### config.mk
export PLATFORM = sky130hd
export DESIGN_NAME = ssc_modulator
export DESIGN_NICKNAME = d
export VERILOG_FILES = /design/src/rtl/ssc_pkg.sv /design/src/rtl/ssc_ctrl.sv /design/src/rtl/ssc_datapath.sv /design/src/rtl/ssc_modulator.sv
export SDC_FILE = /design/constraint.sdc
export NUM_CORES = 2
export LEC_CHECK = 0
export CELL_PAD_IN_SITES_DETAIL_PLACEMENT = 1
export CELL_PAD_IN_SITES_GLOBAL_PLACEMENT = 2
export CORE_MARGIN = 2
export CORE_UTILIZATION = 44
export DETAILED_ROUTE_END_ITERATION = 10
export DONT_BUFFER_PORTS = 1
export GPL_TIMING_DRIVEN = 0
export PLACE_DENSITY = 0.88
export SLEW_MARGIN = 20
export SYNTH_ARGS = -nofsm -noshare
export SYNTH_HDL_FRONTEND = slang
export SYNTH_SLANG_ARGS = --single-unit
export TNS_END_PERCENT = 30
### constraint.sdc
create_clock -name clk -period 121.7 [get_ports clk]
set_input_delay 12.17 -clock clk [delete_from_list [all_inputs] [get_ports clk]]
set_output_delay 12.17 -clock clk [all_outputs]
set_load 0.02 [all_outputs]
### src/rtl/ssc_pkg.sv
package ssc_pkg;

  // Strobes from the control FSM to the ramp datapath
  typedef struct packed {
    logic       stepEn;    // advance the ramp this cycle
    logic       stepUp;    // direction of the step
    logic       holdZero;  // force the ramp to zero offset
    logic [1:0] depthSel;  // selects ramp length and depth
  } rampCtl_t;

endpackage

### src/rtl/ssc_ctrl.sv
module ssc_ctrl
  import ssc_pkg::*;
#(
  parameter int HALF_SLOW = 396,
  parameter int HALF_FAST = 794
) (
  input  logic       clk,
  input  logic       rst,
  input  logic       enReq,
  input  logic       centerReq,
  input  logic [2:0] codeReq,
  output rampCtl_t   ctl,
  output logic       centerQ,
  output logic [2:0] codeQ,
  output logic       activeQ,
  output logic       errQ
);

  localparam int PH_W       = $clog2(2 * HALF_FAST);
  localparam int LAST_SLOW  = 2 * HALF_SLOW - 1;
  localparam int LAST_FAST  = 2 * HALF_FAST - 1;
  localparam int Q1_SLOW    = HALF_SLOW / 2;
  localparam int Q1_FAST    = HALF_FAST / 2;
  localparam int Q3_SLOW    = HALF_SLOW + HALF_SLOW / 2;
  localparam int Q3_FAST    = HALF_FAST + HALF_FAST / 2;

  logic            enQ;
  logic [PH_W-1:0] phase;
  logic [PH_W-1:0] lastPh, halfPh, q1Ph, q3Ph;
  logic            running, loadCfg, upDir;

  assign running = enQ && !codeQ[2];

  always_comb begin
    if (codeQ[1]) begin
      lastPh = PH_W'(LAST_FAST);
      halfPh = PH_W'(HALF_FAST);
      q1Ph   = PH_W'(Q1_FAST);
      q3Ph   = PH_W'(Q3_FAST);
    end else begin
      lastPh = PH_W'(LAST_SLOW);
      halfPh = PH_W'(HALF_SLOW);
      q1Ph   = PH_W'(Q1_SLOW);
      q3Ph   = PH_W'(Q3_SLOW);
    end
  end

  // Settings are taken when idle or on the final step of a period
  assign loadCfg = !running || (phase == lastPh);

  always_comb begin
    if (centerQ) upDir = (phase < q1Ph) || (phase >= q3Ph);
    else         upDir = (phase >= halfPh);
  end

  always_ff @(posedge clk) begin
    if (rst) begin
      enQ     <= 1'b0;
      centerQ <= 1'b0;
      codeQ   <= '0;
      phase   <= '0;
      errQ    <= 1'b0;
    end else begin
      if (loadCfg) begin
        enQ     <= enReq;
        centerQ <= centerReq;
        codeQ   <= codeReq;
        phase   <= '0;
        if (enReq && codeReq[2]) errQ <= 1'b1;
      end else begin
        phase <= phase + PH_W'(1);
      end
    end
  end

  assign activeQ      = running;
  assign ctl.stepEn   = running;
  assign ctl.stepUp   = upDir;
  assign ctl.holdZero = !running;
  assign ctl.depthSel = codeQ[1:0];

endmodule

### src/rtl/ssc_datapath.sv
module ssc_datapath
  import ssc_pkg::*;
#(
  parameter int DIV_W      = 32,
  parameter int HALF_SLOW  = 396,
  parameter int HALF_FAST  = 794,
  parameter int DEN_NARROW = 400,
  parameter int DEN_WIDE   = 200,
  parameter int POS_W      = $clog2(HALF_FAST + 1) + 1
) (
  input  logic                    clk,
  input  logic                    rst,
  input  rampCtl_t                ctl,
  input  logic [DIV_W-1:0]        nomIn,
  output logic [DIV_W-1:0]        divOut,
  output logic signed [POS_W-1:0] posQ
);

  localparam int PROD_W = DIV_W + 1 + POS_W;

  logic signed [PROD_W-1:0] prod;
  logic signed [PROD_W-1:0] quot [4];
  logic signed [PROD_W-1:0] sum;

  always_ff @(posedge clk) begin
    if (rst || ctl.holdZero)  posQ <= '0;
    else if (ctl.stepEn)      posQ <= ctl.stepUp ? posQ + POS_W'(1) : posQ - POS_W'(1);
  end

  assign prod = signed'(PROD_W'({1'b0, nomIn})) * PROD_W'(posQ);

  // One constant-divisor quotient per length/depth combination
  for (genvar g = 0; g < 4; g++) begin : g_depth
    localparam int HALF_G = (g >= 2) ? HALF_FAST : HALF_SLOW;
    localparam int DEN_G  = (g % 2 == 1) ? DEN_WIDE : DEN_NARROW;
    localparam logic signed [PROD_W-1:0] DIVISOR = PROD_W'(HALF_G * DEN_G);
    assign quot[g] = prod / DIVISOR;
  end

  assign sum    = signed'(PROD_W'({1'b0, nomIn})) + quot[ctl.depthSel];
  assign divOut = sum[DIV_W-1:0];

endmodule

### src/rtl/ssc_modulator.sv
module ssc_modulator
  import ssc_pkg::*;
#(
  parameter int DIV_W      = 32,
  parameter int HALF_SLOW  = 396,
  parameter int HALF_FAST  = 794,
  parameter int DEN_NARROW = 400,
  parameter int DEN_WIDE   = 200
) (
  input  logic             clk,
  input  logic             rst,
  input  logic             sscEnable,
  input  logic             centerMode,
  input  logic [2:0]       depthCode,
  input  logic [DIV_W-1:0] nomDiv,
  output logic [DIV_W-1:0] modDiv,
  output logic             modActive,
  output logic             codeError
);

  localparam int POS_W = $clog2(HALF_FAST + 1) + 1;

  rampCtl_t                rampCtl;
  logic                    cfgCenter;
  logic [2:0]              cfgCode;
  logic signed [POS_W-1:0] rampPos;

  ssc_ctrl #(
    .HALF_SLOW(HALF_SLOW),
    .HALF_FAST(HALF_FAST)
  ) i_ctrl (
    .clk      (clk),
    .rst      (rst),
    .enReq    (sscEnable),
    .centerReq(centerMode),
    .codeReq  (depthCode),
    .ctl      (rampCtl),
    .centerQ  (cfgCenter),
    .codeQ    (cfgCode),
    .activeQ  (modActive),
    .errQ     (codeError)
  );

  ssc_datapath #(
    .DIV_W     (DIV_W),
    .HALF_SLOW (HALF_SLOW),
    .HALF_FAST (HALF_FAST),
    .DEN_NARROW(DEN_NARROW),
    .DEN_WIDE  (DEN_WIDE),
    .POS_W     (POS_W)
  ) i_datapath (
    .clk   (clk),
    .rst   (rst),
    .ctl   (rampCtl),
    .nomIn (nomDiv),
    .divOut(modDiv),
    .posQ  (rampPos)
  );

endmodule

# Word level (Yosys, flattened, before mapping)
# Cells that the tools add are included.
totals:
  register_bits: 28
  inputBits: 39
  output_inout_bits: 34
  elab_cells: 39
op_classes:
  add_sub_neg: 4
  n_mul: 1
  n_div: 4
  order_cmp: 4
  n_eq_ne: 1
  muxes: 9
  n_bitwise: 1
  n_reduce_logical: 9
ops:
  columns: ["operator", "count"]
  rows:
  - ["binary-select mux 44 bit (select 2 bit)", 1]
  - ["divider 44 x 19 -> 44 bit, second input constant", 2]
  - ["two-way mux 32 bit", 2]
  - ["divider 44 x 18 -> 44 bit, second input constant", 1]
  - ["divider 44 x 20 -> 44 bit, second input constant", 1]
  - ["multiplier 33 x 11 -> 44 bit", 1]
  - ["two-way mux 11 bit", 3]
  - ["adder 32 bit", 1]
  - ["adder 11 x 1 -> 11 bit, second input constant", 1]
  - ["adder 11 x 2 -> 11 bit, second input constant", 1]
  - ["== test 11 bit", 1]
  - ["greater-or-equal comparator 11 x 10 -> 1 bit", 1]
  - ["greater-or-equal comparator 11 bit", 1]
  - ["< comparator 11 x 9 -> 1 bit", 1]
  - ["subtractor 11 x 2 -> 11 bit, second input constant", 1]
  - ["two-way mux 10 bit", 1]
  - ["two-way mux 9 bit", 1]
  - ["greater-or-equal comparator 3 bit, second input constant", 1]
  - ["logical OR 1 bit", 3]
  - ["NOT 2 -> 3 bit", 1]
  - ["logical AND 1 bit", 2]
  - ["logical NOT 1 bit", 2]
  - ["AND reduction 2 bit", 1]
  - ["OR reduction 2 bit", 1]
  - ["two-way mux 1 bit", 1]

# Depth between registers and ports, before layout
logic_depth:
  word_depth: 6
  depth_mapped: 192
  mapped_depth_nobuf: 162

# Hierarchy
# Synthesis repeated with hierarchy kept, for this count alone.
unflattened:
  cells_unflattened: 7977
  area_unflattened_um2: 57151.1
modules_own_cells:
  columns: ["module", "instances", "cells_per_inst", "area_per_inst_um2", "seq_area_each_um2"]
  rows:
  - ["ssc_datapath", 1, 7846, 55974.9, 220.2]
  - ["ssc_ctrl", 1, 131, 1176.1, 340.3]

# Worst setup path before layout
# OpenSTA, ideal clock, no wires.
synth_path:
  path_kind: "input to output"
  start: "input nomDiv[6]"
  end: "output modDiv[31]"
  arrival_time_ps: 50405
  required_time_ps: 109530
  path_slack_ps: 59125
  cell_stages: 168
  n_path_buf: 15
  cell_sequence: "clkbuf_1 > nand2_1 > fa_1 > inv_1 > fa_1 > fa_1 > fa_1 > inv_1 > fa_1 > inv_1 > ha_1 > buf_6 > a21oi_1 > o21ai_1 > a22o_4 > or4_1 > and3_4 > buf_6 > [... 132 more ...] > o21bai_1 > a21oi_1 > o21bai_1 > a21oi_1 > o21bai_1 > a21oi_1 > o21bai_1 > a21oi_1 > o21bai_1 > a21oi_1 > o21bai_1 > a21oi_1 > o21bai_1 > a21oi_1 > o21bai_1 > a21oi_1 > xor2_1 > xnor2_1"
synth_between:
  elab_chain_len: 6
  word_cells_on_any_way: 9
  classes_between: "add/sub (1); mul (1); div (4); mux (3)"
synth_lines:
  columns: ["item", "line", "text"]
  rows:
  - ["start, declared", "ssc_modulator.sv:15", "input logic [DIV_W-1:0] nomDiv,"]
  - ["multiplier 33 x 11 -> 44 bit", "ssc_datapath.sv:30", "assign prod = signed'(PROD_W'({1'b0, nomIn})) * PROD_W'(posQ);"]
  - ["divider 44 x 19 -> 44 bit, or another cell as far along", "ssc_datapath.sv:37", "assign quot[g] = prod / DIVISOR;"]
  - ["binary-select mux 44 bit (select 2 bit)", "ssc_datapath.sv:40", "assign sum = signed'(PROD_W'({1'b0, nomIn})) + quot[ctl.depthSel];"]
  - ["two-way mux 32 bit (implied by the code) (2 in series)", "ssc_datapath.sv:40", null]
  - ["adder 32 bit (*)", "ssc_datapath.sv:40", null]
  - ["end, declared", "ssc_modulator.sv:16", "output logic [DIV_W-1:0] modDiv,"]
# Mark *: on every way between the ends. The rest lies on a longest branch, timed or not. The select of a mux whose other input is x is not followed.

# Final worst setup path
# Same ends and word-level chain as after synthesis.

==> qor.txt <==
largest net degree at the start of global routing: 18
cts bufs inserted: 3
CTS tree: done
RD Place Congestion: 0.982
Cells after Synth: 8006
max-cap violations: 0
TritonRoute pass-1 iters: 5
IO Count: 73
Max H-tree Level: 1
post-route setup TNS: 0 ns
fmax: 13.3 MHz
Crit Path Category: in2out
Die Height: 369 um
Critical Path RT: 109.53 ns
Slew Limit Headroom: 13.4%
mapped cell area: 58600 sq um
core area: 132000 sq um
#FFs+latches synth: 28
async set-reset flop share out of synthesis: 0%
critical path endpoint category: primary output
Reg area: 561 sq um
RSZ-0062 raised after global routing: false
antenna violations before repair: 13
CTS clk-pin slew, worst paths: 0.08 ns
clock latency on the worst-skew pair: 0.28 ns
ANT nets after route: 0
hold depth: 1
Initial Util: 44.4%
Mapped Nets: 8492
Worst Skew: 0.00786 ns
Top FF cell, synth: dfxtp_1
NumNets Final: 8500
Startpoint Class: input pin
fillers: 17.0k
average wire per standard cell: 24.9 um
Hold Fails Final Rpt: 0
Hold WC Path Type: reg2reg
DRC: 0
Critical Path Fanout Max: 10
Total Routing Usage GR: 34.5%
status: completed
Vias/cell: 6.58
Critical Path AT: 62.82 ns
Vias: 64.5k
vias in the first global route: 64.5k
area grow syn2layout: 4.31%
Starting DRT DRC Count: 5228
CTS hold repair buffers: 0
post-synth top area cell: fa_1
gr ovfl total: 0
share of cells above drive strength 1: 14.2%
# clock sinks: 28
area of the multi-input gates: 53300 sq um
WL final: 244 mm
Root Driver: clkbuf_16
Bufs on Longest Clock Path: 2
Post-synth EDFFs: 0
Synth area leaders: fa_1, xnor2_1, nand2_1
Die W: 369 um
Setup Fix Bufs, Post-CTS: 0
Seq/Total Area, Yosys: 0.957%
commonest non-fill, non-tap cell in the layout: nand2_1
worst reg-to-reg path cell count: 27
post-DP HPWL: 202 mm
Slowest cell on crit path: or4_1
Syn Area/Cell: 7.31 sq um
Die ar.: 136000 sq um
crit-path max cell delay: 0.88 ns
most frequent cells in the layout: nand2_1, nor2_1, a21oi_1
period utilization: 61.6%
max-slew violation count: 0
most used cell, CP: a21oi_1
top-area cell type share of the netlist area: 9.30%
cts repair resizes: 0
setup slack, reg-to-reg: 116.16 ns
# port buffers: 0
Syn. warnings: 0
# rows: 133
Slew @ Worst Pin: 1.29 ns
synth unique cells: 220
final setup fails: 0
Final Critical Period: 74.99 ns
first-pass GRT wire length: 381 mm
## synthesized netlist by cell type, types with 175 or more instances
master	number
nor3_1	232
nor2_1	711
nand2_1	882
inv_1	410
fa_1	272
nand3_1	243
ha_1	175
o21ai_0	353
a21oi_1	529
and2_1	212
xnor2_1	468
clkbuf_1	185
## routing by layer
metal | part of all wire (%) | wire [um] | GRT usage [%]
met5 | 0 | 0 | 0
met4 | 3.2 | 7770 | 9.74
met3 | 6.4 | 15600 | 4.48
met2 | 45 | 111000 | 56.9
met1 | 45 | 110000 | 46.9
## through the flow
stage | instances | setup slack, ns | hold slack (ns) | area [sq um] | util [%]
finish | 9800 | 46.71 | 0.518 | 61100 | 46.3
global route | 9794 | 43.61 | 0.580 | 61100 | 46.3
CTS | 9768 | 47.55 | 0.523 | 60900 | 46.2
detailed placement | 9764 | 47.74 | 0.505 | 60800 | 46.1
global placement | 9761 | 48.89 | 0.460 | 60700 | 46.1
floorplan | 8006 | 59.13 | 0.442 | 58600 | -
## critical path, delay by kind of cell
family | cells | cell delay [ns]
buffers and inverters | 19 | 4.95
adder cells (fa/ha/maj) | 8 | 3.51
AO/OA/AOI/OAI | 90 | 26.20
AND/OR/NAND/NOR | 39 | 10.91
multiplexers | 5 | 2.27
XOR/XNOR | 7 | 2.68
## cell type report
| type | instances | share of cell area, % |
|---|---|---|
| inverter | 422 | 2.64 |
| antenna | 32 | 0.131 |
| tap | 1755 | 3.60 |
| buffer | 428 | 5.23 |
| clock inverter | 1 | 0.0492 |
| sequential | 28 | 0.918 |
| multi-input combinational | 7128 | 87.3 |
| clock buffer | 3 | 0.123 |
| timing repair buffer | 3 | 0.0451 |
## cell families after synthesis
group / count (synthesis) / share of synthesized area, %
AO/OA/AOI/OAI: 2673 / 35.3
XOR/XNOR: 651 / 10.5
adder cells (fa/ha/maj): 473 / 13.5
buffers and inverters: 850 / 8.20
AND/OR/NAND/NOR: 3106 / 27.2
flip-flops: 28 / 0.957
multiplexers: 225 / 4.27
## registers in the layout (all words and copies together) (netlist names)
name	count
i_ctrl.phase	11
i_datapath.posQ	11
i_ctrl.errQ	1
i_ctrl.enQ	1
i_ctrl.codeQ	3
i_ctrl.centerQ	1
## path summary, 6_finish.rpt
| check | start | endpoint |
|---|---|---|
| min reg2reg | i_ctrl.phase[0]$_SDFF_PP0_ | i_ctrl.phase[0]$_SDFF_PP0_ |
| max | nomDiv[6] | modDiv[31] |
| max reg2reg | i_ctrl.codeQ[1]$_SDFFE_PP0P_ | i_datapath.posQ[10]$_SDFFE_PP0P_ |
| min | i_ctrl.phase[0]$_SDFF_PP0_ | i_ctrl.phase[0]$_SDFF_PP0_ |
Power is left out: the tool's default activity adds up to more than one toggle a clock period on the data nets, which glitch-free logic cannot reach.
